`src/rtl/dma_desc_pkg.sv`:
```
package dma_desc_pkg;
  localparam int WORD_W     = 32;
  localparam int WORD_BYTES = WORD_W / 8;
  localparam int DESC_BYTES = 16;

  localparam logic [3:0] OP_OUT_MORE = 4'd0;
  localparam logic [3:0] OP_OUT_LAST = 4'd1;
  localparam logic [3:0] OP_IN_MORE  = 4'd2;
  localparam logic [3:0] OP_IN_LAST  = 4'd3;
  localparam logic [3:0] OP_STORE_Q  = 4'd4;
  localparam logic [3:0] OP_LOAD_Q   = 4'd5;
  localparam logic [3:0] OP_NOP      = 4'd6;
  localparam logic [3:0] OP_STOP     = 4'd7;

  localparam logic [2:0] KEY_RESERVED = 3'd4;

  localparam logic [1:0] CC_NEVER = 2'd0;
  localparam logic [1:0] CC_HIGH  = 2'd1;
  localparam logic [1:0] CC_LOW   = 2'd2;
  localparam logic [1:0] CC_ALL   = 2'd3;

  typedef struct packed {
    logic [3:0] op;
    logic [2:0] key;
    logic [1:0] irq_cc;
    logic [1:0] br_cc;
    logic [1:0] wt_cc;
  } cmd_t;
endpackage

```
`src/rtl/dma_desc_decode.sv`:
```
module dma_desc_decode
  import dma_desc_pkg::*;
#(
  parameter int MAX_COUNT = 32'h8000
) (
  input  logic [WORD_W-1:0] word0,
  output cmd_t              cmd,
  output logic [15:0]       count,
  output logic              bad
);
  logic [15:0] chw;
  logic        unused_rsv;

  assign chw         = word0[31:16];
  assign count       = word0[15:0];
  assign cmd.op      = chw[15:12];
  assign cmd.key     = chw[10:8];
  assign cmd.irq_cc  = chw[5:4];
  assign cmd.br_cc   = chw[3:2];
  assign cmd.wt_cc   = chw[1:0];
  assign unused_rsv  = ^{chw[11], chw[7:6]};

  always_comb begin
    bad = 1'b0;
    if (cmd.key == KEY_RESERVED) bad = 1'b1;
    if (cmd.op[3]) bad = 1'b1;
    if ({16'b0, count} > 32'(MAX_COUNT)) bad = 1'b1;
  end
endmodule

```
`src/rtl/dma_cond_eval.sv`:
```
module dma_cond_eval
  import dma_desc_pkg::*;
(
  input  logic [1:0] code,
  input  logic       cond,
  output logic       hit
);
  always_comb begin
    case (code)
      CC_NEVER: hit = 1'b0;
      CC_HIGH:  hit = cond;
      CC_LOW:   hit = ~cond;
      default:  hit = 1'b1;
    endcase
  end
endmodule

```
`src/rtl/dma_beat_count.sv`:
```
module dma_beat_count #(
  parameter int AW    = 32,
  parameter int CNT_W = 16,
  parameter int STEP  = 4
) (
  input  logic             clk,
  input  logic             rst,
  input  logic             load,
  input  logic [CNT_W-1:0] load_cnt,
  input  logic [AW-1:0]    load_addr,
  input  logic             step,
  output logic [CNT_W-1:0] rem,
  output logic [AW-1:0]    addr,
  output logic             zero,
  output logic             last
);
  localparam logic [CNT_W-1:0] STEP_C = CNT_W'(STEP);

  always_ff @(posedge clk) begin
    if (rst) begin
      rem  <= '0;
      addr <= '0;
    end else if (load) begin
      rem  <= load_cnt;
      addr <= load_addr;
    end else if (step) begin
      addr <= addr + AW'(STEP);
      rem  <= (rem >= STEP_C) ? rem - STEP_C : '0;
    end
  end

  assign zero = (rem == '0);
  assign last = !zero && (rem <= STEP_C);

  p_rem_down_r4: assert property (@(posedge clk) disable iff (rst)
    !load |=> rem <= $past(rem));
  p_step_live_r3: assert property (@(posedge clk) disable iff (rst)
    step |-> !zero);
endmodule

```
`src/rtl/dma_desc_chan.sv`:
```
module dma_desc_chan
  import dma_desc_pkg::*;
#(
  parameter int AW        = 32,
  parameter int CNT_W     = 16,
  parameter int MAX_COUNT = 32'h8000
) (
  input  logic              clk,
  input  logic              rst,
  input  logic              start,
  input  logic [AW-1:0]     start_addr,
  output logic              active,
  output logic              dead,
  output logic              mem_req,
  output logic              mem_we,
  output logic [AW-1:0]     mem_addr,
  output logic [WORD_W-1:0] mem_wdata,
  input  logic              mem_ack,
  input  logic [WORD_W-1:0] mem_rdata,
  output logic [2:0]        dev_key,
  output logic              dev_tx_valid,
  output logic [WORD_W-1:0] dev_tx_data,
  output logic              dev_tx_last,
  input  logic              dev_tx_ready,
  input  logic              dev_rx_valid,
  input  logic [WORD_W-1:0] dev_rx_data,
  input  logic              dev_rx_last,
  output logic              dev_rx_ready,
  input  logic              dev_cond,
  output logic              irq
);
  localparam int          N_COND   = 3;
  localparam logic [AW-1:0] DESC_STEP = AW'(DESC_BYTES);
  localparam logic [AW-1:0] OFS_W2    = AW'(2 * WORD_BYTES);
  localparam logic [AW-1:0] OFS_W3    = AW'(3 * WORD_BYTES);

  typedef enum logic [3:0] {
    S_IDLE, S_FETCH, S_CHECK, S_OUT_RD, S_TX, S_RX, S_IN_WR,
    S_QST, S_QLD_RD, S_QLD_WR, S_WB, S_POST, S_WAIT
  } state_e;

  state_e            st;
  logic [AW-1:0]     desc_ptr;
  logic [1:0]        word_idx;
  logic [WORD_W-1:0] w0_q, w1_q, w2_q, hold_q;
  logic              cond_q;
  logic              early_q;

  cmd_t              cmd;
  logic [15:0]       req_cnt;
  logic              bad;

  logic              bc_load, bc_step, bc_zero, bc_last;
  logic [CNT_W-1:0]  bc_rem;
  logic [AW-1:0]     bc_addr;

  logic [1:0]        cc_code [N_COND];
  logic [N_COND-1:0] cc_hit;
  logic              irq_hit, br_hit, wt_hit;
  logic [15:0]       status_hw;
  logic              mem_done;

  dma_desc_decode #(.MAX_COUNT(MAX_COUNT)) u_decode (
    .word0 (w0_q),
    .cmd   (cmd),
    .count (req_cnt),
    .bad   (bad)
  );

  assign cc_code[0] = cmd.irq_cc;
  assign cc_code[1] = cmd.br_cc;
  assign cc_code[2] = cmd.wt_cc;

  generate
    for (genvar gi = 0; gi < N_COND; gi++) begin : g_cond
      dma_cond_eval u_eval (
        .code (cc_code[gi]),
        .cond (cond_q),
        .hit  (cc_hit[gi])
      );
    end
  endgenerate

  assign irq_hit = cc_hit[0];
  assign br_hit  = cc_hit[1];
  assign wt_hit  = cc_hit[2];

  assign mem_done = mem_req && mem_ack;
  assign bc_load  = (st == S_CHECK);
  assign bc_step  = ((st == S_TX) && dev_tx_valid && dev_tx_ready) ||
                    ((st == S_IN_WR) && mem_done);

  dma_beat_count #(.AW(AW), .CNT_W(CNT_W), .STEP(WORD_BYTES)) u_beats (
    .clk       (clk),
    .rst       (rst),
    .load      (bc_load),
    .load_cnt  (CNT_W'(req_cnt)),
    .load_addr (w1_q[AW-1:0]),
    .step      (bc_step),
    .rem       (bc_rem),
    .addr      (bc_addr),
    .zero      (bc_zero),
    .last      (bc_last)
  );

  assign status_hw = {1'b1, 13'b0, br_hit, cond_q};

  always_ff @(posedge clk) begin
    if (rst) begin
      st           <= S_IDLE;
      desc_ptr     <= '0;
      word_idx     <= '0;
      w0_q         <= '0;
      w1_q         <= '0;
      w2_q         <= '0;
      hold_q       <= '0;
      cond_q       <= 1'b0;
      early_q      <= 1'b0;
      active       <= 1'b0;
      dead         <= 1'b0;
      mem_req      <= 1'b0;
      mem_we       <= 1'b0;
      mem_addr     <= '0;
      mem_wdata    <= '0;
      dev_key      <= '0;
      dev_tx_valid <= 1'b0;
      dev_tx_data  <= '0;
      dev_tx_last  <= 1'b0;
      dev_rx_ready <= 1'b0;
      irq          <= 1'b0;
    end else begin
      irq <= 1'b0;
      case (st)
        S_IDLE: begin
          if (start) begin
            desc_ptr <= start_addr;
            word_idx <= '0;
            active   <= 1'b1;
            dead     <= 1'b0;
            st       <= S_FETCH;
          end
        end

        S_FETCH: begin
          if (mem_done) begin
            mem_req <= 1'b0;
            case (word_idx)
              2'd0:    w0_q <= mem_rdata;
              2'd1:    w1_q <= mem_rdata;
              default: w2_q <= mem_rdata;
            endcase
            if (word_idx == 2'd2) st <= S_CHECK;
            else word_idx <= word_idx + 2'd1;
          end else if (!mem_req) begin
            mem_req  <= 1'b1;
            mem_we   <= 1'b0;
            mem_addr <= desc_ptr + AW'({word_idx, 2'b00});
          end
        end

        S_CHECK: begin
          early_q <= 1'b0;
          dev_key <= cmd.key;
          if (bad) begin
            dead   <= 1'b1;
            active <= 1'b0;
            st     <= S_IDLE;
          end else begin
            case (cmd.op)
              OP_OUT_MORE, OP_OUT_LAST: st <= S_OUT_RD;
              OP_IN_MORE, OP_IN_LAST:   st <= S_RX;
              OP_STORE_Q:               st <= S_QST;
              OP_LOAD_Q:                st <= S_QLD_RD;
              OP_NOP: begin
                cond_q <= dev_cond;
                st     <= S_WB;
              end
              default: begin
                active <= 1'b0;
                st     <= S_IDLE;
              end
            endcase
          end
        end

        S_OUT_RD: begin
          if (mem_done) begin
            mem_req      <= 1'b0;
            dev_tx_data  <= mem_rdata;
            dev_tx_valid <= 1'b1;
            dev_tx_last  <= (cmd.op == OP_OUT_LAST) && bc_last;
            st           <= S_TX;
          end else if (!mem_req) begin
            if (bc_zero) begin
              cond_q <= dev_cond;
              st     <= S_WB;
            end else begin
              mem_req  <= 1'b1;
              mem_we   <= 1'b0;
              mem_addr <= bc_addr;
            end
          end
        end

        S_TX: begin
          if (dev_tx_ready) begin
            dev_tx_valid <= 1'b0;
            dev_tx_last  <= 1'b0;
            st           <= S_OUT_RD;
          end
        end

        S_RX: begin
          if (dev_rx_ready && dev_rx_valid) begin
            dev_rx_ready <= 1'b0;
            hold_q       <= dev_rx_data;
            early_q      <= (cmd.op == OP_IN_LAST) && dev_rx_last;
            st           <= S_IN_WR;
          end else if (bc_zero || early_q) begin
            dev_rx_ready <= 1'b0;
            cond_q       <= dev_cond;
            st           <= S_WB;
          end else begin
            dev_rx_ready <= 1'b1;
          end
        end

        S_IN_WR: begin
          if (mem_done) begin
            mem_req <= 1'b0;
            st      <= S_RX;
          end else if (!mem_req) begin
            mem_req   <= 1'b1;
            mem_we    <= 1'b1;
            mem_addr  <= bc_addr;
            mem_wdata <= hold_q;
          end
        end

        S_QST: begin
          if (mem_done) begin
            mem_req <= 1'b0;
            cond_q  <= dev_cond;
            st      <= S_WB;
          end else if (!mem_req) begin
            mem_req   <= 1'b1;
            mem_we    <= 1'b1;
            mem_addr  <= bc_addr;
            mem_wdata <= w2_q;
          end
        end

        S_QLD_RD: begin
          if (mem_done) begin
            mem_req <= 1'b0;
            hold_q  <= mem_rdata;
            st      <= S_QLD_WR;
          end else if (!mem_req) begin
            mem_req  <= 1'b1;
            mem_we   <= 1'b0;
            mem_addr <= bc_addr;
          end
        end

        S_QLD_WR: begin
          if (mem_done) begin
            mem_req <= 1'b0;
            cond_q  <= dev_cond;
            st      <= S_WB;
          end else if (!mem_req) begin
            mem_req   <= 1'b1;
            mem_we    <= 1'b1;
            mem_addr  <= desc_ptr + OFS_W2;
            mem_wdata <= hold_q;
          end
        end

        S_WB: begin
          if (mem_done) begin
            mem_req <= 1'b0;
            st      <= S_POST;
          end else if (!mem_req) begin
            mem_req   <= 1'b1;
            mem_we    <= 1'b1;
            mem_addr  <= desc_ptr + OFS_W3;
            mem_wdata <= {status_hw, 16'(bc_rem)};
          end
        end

        S_POST: begin
          irq      <= irq_hit;
          desc_ptr <= br_hit ? w2_q[AW-1:0] : desc_ptr + DESC_STEP;
          word_idx <= '0;
          st       <= wt_hit ? S_WAIT : S_FETCH;
        end

        S_WAIT: begin
          if (!dev_cond) st <= S_FETCH;
        end

        default: st <= S_IDLE;
      endcase
    end
  end

  p_req_hold_r2: assert property (@(posedge clk) disable iff (rst)
    mem_req && !mem_ack |=> mem_req && $stable(mem_addr) && $stable(mem_we));
  p_irq_pulse_r9: assert property (@(posedge clk) disable iff (rst)
    irq |=> !irq);
  p_dead_halted_r12: assert property (@(posedge clk) disable iff (rst)
    dead |-> !active);
  p_tx_hold_r3: assert property (@(posedge clk) disable iff (rst)
    dev_tx_valid && !dev_tx_ready |=> dev_tx_valid && $stable(dev_tx_data));
  p_last_final_r3: assert property (@(posedge clk) disable iff (rst)
    dev_tx_valid && dev_tx_last |-> bc_last);
  p_no_fetch_waiting_r10: assert property (@(posedge clk) disable iff (rst)
    (st == S_WAIT) |-> !mem_req);
  p_idle_quiet_r1: assert property (@(posedge clk) disable iff (rst)
    !active |-> !dev_tx_valid && !dev_rx_ready);
endmodule

```
`config.mk`:
```
export PLATFORM = sky130hd
export DESIGN_NAME = dma_desc_chan
export DESIGN_NICKNAME = d
export VERILOG_FILES = /design/src/rtl/dma_desc_pkg.sv /design/src/rtl/dma_desc_decode.sv /design/src/rtl/dma_cond_eval.sv /design/src/rtl/dma_beat_count.sv /design/src/rtl/dma_desc_chan.sv
export SDC_FILE = /design/constraint.sdc
export NUM_CORES = 1
export LEC_CHECK = 0
export BUFFER_PORTS_ARGS = -buffer_cell sky130_fd_sc_hd__buf_2
export CAP_MARGIN = 10
export CORE_MARGIN = 4
export CORE_UTILIZATION = 28
export CTS_CLUSTER_DIAMETER = 50
export DETAILED_ROUTE_END_ITERATION = 8
export PLACE_DENSITY_LB_ADDON = 0.2
export SKIP_CTS_REPAIR_TIMING = 1
export SLEW_MARGIN = 20
export SYNTH_ARGS = -nofsm -noshare
export SYNTH_HDL_FRONTEND = slang
export SYNTH_SLANG_ARGS = --single-unit
```
`constraint.sdc`:
```
create_clock -name clk -period 3.6 [get_ports clk]
set_clock_uncertainty 0.2 [all_clocks]
set_input_delay 0.72 -clock clk [delete_from_list [all_inputs] [get_ports clk]]
set_output_delay 0.72 -clock clk [all_outputs]
set_load 0.01 [all_outputs]
```
==> results of run 1 <==
==> cell usage in the layout, fill, tap and decap left out, types with 8 or more instances in the layout <==
cell,n
o21ai_0,74
nor4_1,22
a21oi_1,225
a221oi_1,17
mux2i_1,40
nor3_1,45
dfxtp_1,320
buf_4,66
ha_1,10
clkbuf_16,45
and2_1,8
o31ai_1,8
buf_2,209
o22ai_1,16
and4_1,10
nand4_1,22
xor2_1,22
a211oi_2,10
a21o_1,14
nor2_1,201
nand2b_1,10
a31oi_1,12
a22oi_1,49
nand3_1,62
a22o_1,12
a311oi_1,41
a211oi_1,75
xnor2_1,26
and3_1,12
a222oi_1,9
inv_1,18
nand2_1,402
==> worst register-to-register path, cell delays in order, from the launching register on <==
cell and delay [ps]:
dfxtp_1 490, nor2b_1 210, nand2_1 130, nand2_1 110, ha_1 210, a21oi_1 120, nor4_1 530, or4b_1 510
xnor2_1 140, a222oi_1 220, a211oi_1 110
==> cell type report <==
cell class,count,share of cell area [%]
multi-input cells,1570,45.8
repair buffers,279,8.30
well taps,756,4.86
flip-flops and latches,320,32.9
inverters,18,0.347
clock inverters,23,1.50
clock buffers,56,6.25
==> per-stage QoR <==
| step | power [mW] | setup WS (ps) | util, % | cell area (um2) |
|---|---|---|---|---|
| floorplan | 7.14 | 242 | - | 16100 |
| detailed placement | 8.57 | 302 | 31.7 | 18000 |
| CTS | 13.1 | 274 | 34.4 | 19500 |
| global placement | 8.57 | 414 | 31.7 | 18000 |
| finish | 13.1 | 473 | 34.4 | 19500 |
| global route | 13.7 | 223 | 34.4 | 19500 |
==> logic make-up after synthesis <==
| group | synth area share, % |
|---|---|
| muxes | 2.63 |
| DFF | 39.8 |
| xor gates and xnor gates | 2.61 |
| adders and majority gates | 0.902 |
| buffers and inverters | 5.14 |
| and+or+nand+nor | 23.6 |
| AOI/OAI and AO/OA | 25.3 |
==> state kept, by name, summed over array words and instances, names as in the netlist <==
signal	flops
desc_ptr	32
dev_tx_data	32
hold_q	32
mem_addr	32
mem_wdata	32
u_beats.addr	32
w1_q	32
w2_q	32
w0_q	29
u_beats.rem	16
st	4
dev_key	3
word_idx	2
active	1
cond_q	1
dead	1
dev_rx_ready	1
dev_tx_last	1
dev_tx_valid	1
early_q	1
irq	1
mem_req	1
mem_we	1
==> path summary, 6_finish.rpt <==
check	endpoint	slack [ps]	depth (start not counted)
max reg2reg	mem_addr[31]$_SDFFE_PP0P_	470	10
min reg2reg	w0_q[17]$_SDFFE_PP0P_	250	2
max	mem_addr[31]$_SDFFE_PP0P_	470	10
min	desc_ptr[15]$_SDFFE_PP0P_	220	3
==> metal layers <==
layer  global-route usage (%)  vias up
met4                     6.74        6
met2                     35.5      543
met3                     3.64      100
li1                         -     7828
met5                        0        -
met1                     31.2     8095
==> power breakdown <==
part / internal, mW / leakage [nW] / total [mW] / switching (mW)
clock: 2.72 / 0.735 / 4.54 / 1.82
combinational: 1.44 / 3.66 / 4.08 / 2.64
sequential: 3.92 / 2.59 / 4.48 / 0.558
==> metrics.md, run 1 <==
| Metric | Value |
|---|---|
| Status | finished, final reports clean |
| Mapped cell area | about 0.016 mm2 |
| DR WL/cell | roughly 24 um |
| All-Layer GR Usage | 22.3% |
| Cell count after placement | 2943 |
| Gpl congestion | around 0.93 |
| Detailed Place HPWL | 52.2 mm |
| Crit-path leading delay family | simple AND/OR/NAND/NOR gates |
| Clk sinks | 320 |
| Seq/Total Area, Yosys | around two fifths |
| Largest net degree at the start of global routing | between 80 and 90 |
| Top cells by area, synth | dfxtp_1 40%, nand2_1 9.4%, a21oi_1 7.0% |
| Max Cap Viol | 0 |
| Synth top area share | 39.8% |
| Total number of vias | 16572 |
| Mean Syn Cell Area | a little under 8 um2 |
| Fraction of layout cells with a size suffix above 1 | 17.3% |
| Most frequent cell after synthesis | nand2_1 |
| Die Ht | approximately 250 um |
| Clock-pin slew on the worst setup and hold paths | 60 ps |
| Die area | between 0.06 and 0.07 mm2 |
| Critical path class | reg -> reg |
| Worst slew pin tran | 1100 ps |
| WL met1 | about 32 mm |
| DRT Pass-1 Iters | 6 |
| H-tree lvl count | 2 |
| Initial Util | 28.4% |
| Final Hold Viols | 0 |
| Startpoint types | register |
| Max Freq | 320 MHz |
| CP arrival | between 3000 and 4000 ps |
| Final setup viols | 0 |
| CP max-delay cell | nor4_1 |
| Final setup TNS | 0 ps |
| Via density | 5.48 |
| Die Width | approximately 250 um |
| Critical path origin | st[3]$_SDFFE_PP0P_ |
| Leakage | 6.98 nW |
| Asr flop ratio synth | 0% |
| Vias in the first global route | 15731 |
| Fin cells | ~3000 |
| Max incr delay on CP | between 500 and 600 ps |
| Flops & latches, synth | 320 |
| Placement Rows | a little under 90 |
| Initial antenna violation count | 4 |
| Worst-Skew Late Latency | roughly 590 ps |
| Minimum clock period | roughly 3100 ps |
| FILL cells | between 6000 and 7000 |
| Post-synth EDFFs | 0 |
| Antenna Violating Nets Remaining | 0 |
| RSZ-0062 raised after global routing | no |
| # DRC | 0 |
| Buf+Inv Stages, Crit Path | 0 |
| P per Cell Area | between 600 and 700 mW/mm2 |
| Clock Tree Buf Depth | 3 |
| Hold_sp | start_addr[15] |
| Slew margin rel. | between 20% and 30% |
| Synth warn | 0 |
| Final slew viol count | 0 |
| Met3 wire len | roughly 4.3 mm |
| N_diodes | 0 |
| Buffers on Ports | 210 |
| Worst Hold Margin | 222 ps |
| Sequential cell area | 0.00641 mm2 |
| Post-layout net count | around 2300 |
| Top layer used by detailed routing | met5 |
| Largest area contributor in the netlist | dfxtp_1 |
| Layout area overhead | 21.0% |
| Core area | 0.0566 mm2 |
| TritonCTS clock tree | yes |
| Worst path cell trace | nor2b_1 -> nand2_1 -> nand2_1 -> ha_1 -> a21oi_1 -> nor4_1 -> or4b_1 -> xnor2_1 -> a222oi_1 -> a211oi_1 |
| Main synth FF type | dfxtp_1 |
| I/O pin count | ~210 |
| Multi-input logic area | 0.00893 mm2 |
| Global route overflow | 0 |
| Synth cell count leaders | 403 x nand2_1, 320 x dfxtp_1, 226 x a21oi_1, 205 x nor2_1, 134 x clkbuf_1 |
| Crit-path max FO | 9 |
| First-pass GRT wire length | 104 mm |
| Met2 Wirelength | 32.4 mm |
| Cell mode on critical path | nand2_1 |
| Worst setup EP type | register |
| Period utilization | about 87% |
| Class of the worst hold path | in -> reg |
| Worst flop-to-flop path startpoint | st[3]$_SDFFE_PP0P_ |
| Number of buffers created by CTS | 44 |
| Post-Syn Nets | roughly 2200 |
| DR iter-0 viols | 1488 |
| Max IR drop VDD | around 0.00043 V |
| Required @ worst endpoint | roughly 3900 ps |
| Synth cell types | 78 |
| Clk root buf | clkbuf_16 |
| Cells after Synth | about 2100 |
| Total Wirelength | 71.1 mm |
No activity file was read; power rests on OpenSTA's default activity.
==> run 2, diff against run 1 <==
- clock period: 3.6 -> 2.81 ns (I/O delays scaled with it)
==> metrics.md, run 2 (same netlist as run 1, synthesis figures left out) <==
| Metric | Value |
|---|---|
| Status | finished, final reports clean (unchanged) |
| DR iter-0 viols | 1642 (was 1488) |
| Max Freq | 377 MHz (was 320 MHz) |
| Placement Rows | 87 (unchanged) |
| Slew margin rel. | 50.6% (was 26.4%) |
| Fraction of layout cells with a size suffix above 1 | 20.1% (was 17.3%) |
| Total number of vias | 16875 (was 16572) |
| Stages on worst setup path | 6 (was 10) |
| Initial Util | 28.4% (unchanged) |
| Crit-path leading delay family | simple AND/OR/NAND/NOR gates (unchanged) |
| Min-Delay Path Depth | 3 (unchanged) |
| Final setup viols | 0 (unchanged) |
| Detailed Place HPWL | 53.9 mm (was 52.2 mm) |
| Class of the worst hold path | in -> reg (unchanged) |
| Worst path cell trace | or4_1 -> nand4bb_1 -> a222oi_1 -> buf_4 -> nor2_1 -> a22o_1 (was nor2b_1 -> nand2_1 -> nand2_1 -> ha_1 -> a21oi_1 -> nor4_1 -> or4b_1 -> xnor2_1 -> a222oi_1 -> a211oi_1) |
| Number of buffers created by CTS | 47 (was 44) |
| Post-layout util | 35.8% (was 34.4%) |
| Via density | 5.45 (was 5.48) |
| RSZ-0062 raised after global routing | no (unchanged) |
| P per Cell Area | 869 mW/mm2 (was 673 mW/mm2) |
| Reg2reg setup slack | 150 ps (was 470 ps) |
| Buffers on Ports | 210 (unchanged) |
| CP max-delay cell | or4_1 (was nor4_1) |
| Clock-pin slew on the worst setup and hold paths | 60 ps (about the same) |
| Antenna Violating Nets Remaining | 0 (unchanged) |
| All-Layer GR Usage | 23.0% (was 22.3%) |
| Total Wirelength | 73.0 mm (was 71.1 mm) |
| FILL cells | 6033 (was 6131) |
| Die Ht | 248 um (unchanged) |
| Die Width | 248 um (unchanged) |
| Initial antenna violation count | 1 (was 4) |
| Buf+Inv Stages, Crit Path | 1 (was 0) |
| Worst setup EP type | register (unchanged) |
| Clk sinks | 320 (unchanged) |
| Multi-input logic area | 0.00898 mm2 (was 0.00893 mm2) |
| Layout area overhead | 25.8% (was 21.0%) |
| Max Cap Viol | 0 (unchanged) |
| DR WL/cell | 23.6 um (was 23.5 um) |
| Die area | 0.0614 mm2 (unchanged) |
| Sequential cell area | 0.00641 mm2 (unchanged) |
| Vias in the first global route | 16226 (was 15731) |
| Final setup TNS | 0 ps (unchanged) |
| Critical Path Sink | st[1]$_SDFFE_PP0P_ (was mem_addr[31]$_SDFFE_PP0P_) |
| Crit-path max FO | 6 (was 9) |
| R2r worst-path depth | 6 (was 10) |
| Leakage | 7.42 nW (was 6.98 nW) |
| Startpoint types | register (unchanged) |
| Final Hold Viols | 0 (unchanged) |
| Core area | 0.0566 mm2 (unchanged) |
| Worst-Skew Late Latency | 590 ps (about the same) |
| Worst flop-to-flop path startpoint | u_beats.rem[9]$_SDFFE_PP0P_ (was st[3]$_SDFFE_PP0P_) |
| Clock Tree Buf Depth | 3 (unchanged) |
| Gpl congestion | 0.969 (was 0.933) |
| Required @ worst endpoint | 3090 ps (was 3850 ps) |
| # DRC | 0 (unchanged) |
| Global route overflow | 0 (unchanged) |
| Post-layout net count | 2419 (was 2348) |
| TritonCTS clock tree | yes (unchanged) |
| FF-to-FF End | st[1]$_SDFFE_PP0P_ (was mem_addr[31]$_SDFFE_PP0P_) |
| CP arrival | 2930 ps (was 3370 ps) |
| Critical path origin | u_beats.rem[9]$_SDFFE_PP0P_ (was st[3]$_SDFFE_PP0P_) |
| Period utilization | 94.5% (was 86.9%) |
| First-pass GRT wire length | 107 mm (was 104 mm) |
| Final slew viol count | 0 (unchanged) |
| Most frequent cells in the layout | 399 x nand2_1, 320 x dfxtp_1, 224 x a21oi_1, 209 x buf_2, 201 x nor2_1 (was 402 x nand2_1, 320 x dfxtp_1, 225 x a21oi_1, 209 x buf_2, 201 x nor2_1) |
| Most common cell after layout, fill and taps aside | nand2_1 (unchanged) |
| Minimum clock period | 2660 ps (was 3130 ps) |
| H-tree lvl count | 2 (unchanged) |
| DRT Pass-1 Iters | 5 (was 6) |
| Critical path class | reg -> reg (unchanged) |
| Worst slew pin tran | 740 ps (was 1100 ps) |
| Max IR drop VDD | 0.000660 V (was 0.000426 V) |
| I/O pin count | 211 (unchanged) |
| Clk root buf | clkbuf_16 (unchanged) |
| Largest net degree at the start of global routing | 69 (was 81) |
| Max incr delay on CP | 670 ps (was 530 ps) |
==> run 2: cell count changes in the layout (fill, tap and decap cells not counted), moves of 3 or more <==
cell,delta
buf_4,+58
buf_12,+10
clkinv_4,-5
clkbuf_1,+4
clkbuf_8,+4
clkinv_2,+4
nand2_1,-3
==> run 2: final cells by class <==
| cell class | count | share of cell area [%] |
|---|---|---|
| Clock inverter | 20 | 1.26 |
| Inverter | 18 | 0.334 |
| Multi-Input combinational cell | 1570 | 44.4 |
| Tap cell | 756 | 4.67 |
| Clock buffer | 66 | 6.61 |
| Timing Repair Buffer | 347 | 11.1 |
| Sequential cell | 320 | 31.6 |
| Antenna cell | 1 | 0.0124 |
==> run 2: per-layer routing <==
layer	vias to the layer above	global-route usage, %	wire length, um
met2	576	36.8	33500
met5	-	0	0
li1	7974	-	-
met1	8216	31.9	32900
met4	0	7.65	2360
met3	109	3.40	4280
==> run 2: worst min-delay path: stages <==
cell and delay (ps):
buf_2 100, o211ai_1 80, a21oi_1 70
==> run 2: power by group <==
part	internal (mW)	switching, mW
Sequential	5.03	0.520
Combinational	2.22	3.80
Clock	3.70	2.31
==> run 2: metrics by stage <==
stage	hold WS [ps]	std cells	total power [mW]	cell area, um2	worst slack (ps)
2_1_floorplan	232	2092	9.18	16200	7.58
6_report	65.0	3098	17.6	20200	154
5_1_grt	58.5	3097	18.5	20200	9.90
3_5_place_dp	245	3010	11.6	18600	146
4_1_cts	42.3	3096	17.6	20200	115
3_3_place_gp	241	3010	11.6	18600	120
==> run 2: worst min-delay path by stage <==
| stage | to | slack, ps | start |
|---|---|---|---|
| after floorplan | u_beats.addr[0]$_SDFFE_PP0P_ | 230 | w1_q[0]$_SDFFE_PP0P_ |
| after CTS | early_q$_SDFFE_PP0P_ | 40 | dev_rx_last |
| after global routing | early_q$_SDFFE_PP0P_ | 60 | dev_rx_last |
| final | early_q$_SDFFE_PP0P_ | 70 | dev_rx_last |
| after detailed placement | dev_tx_data[30]$_SDFFE_PP0P_ | 240 | dev_tx_data[30]$_SDFFE_PP0P_ |
| after global placement | dev_tx_data[5]$_SDFFE_PP0P_ | 240 | dev_tx_data[5]$_SDFFE_PP0P_ |
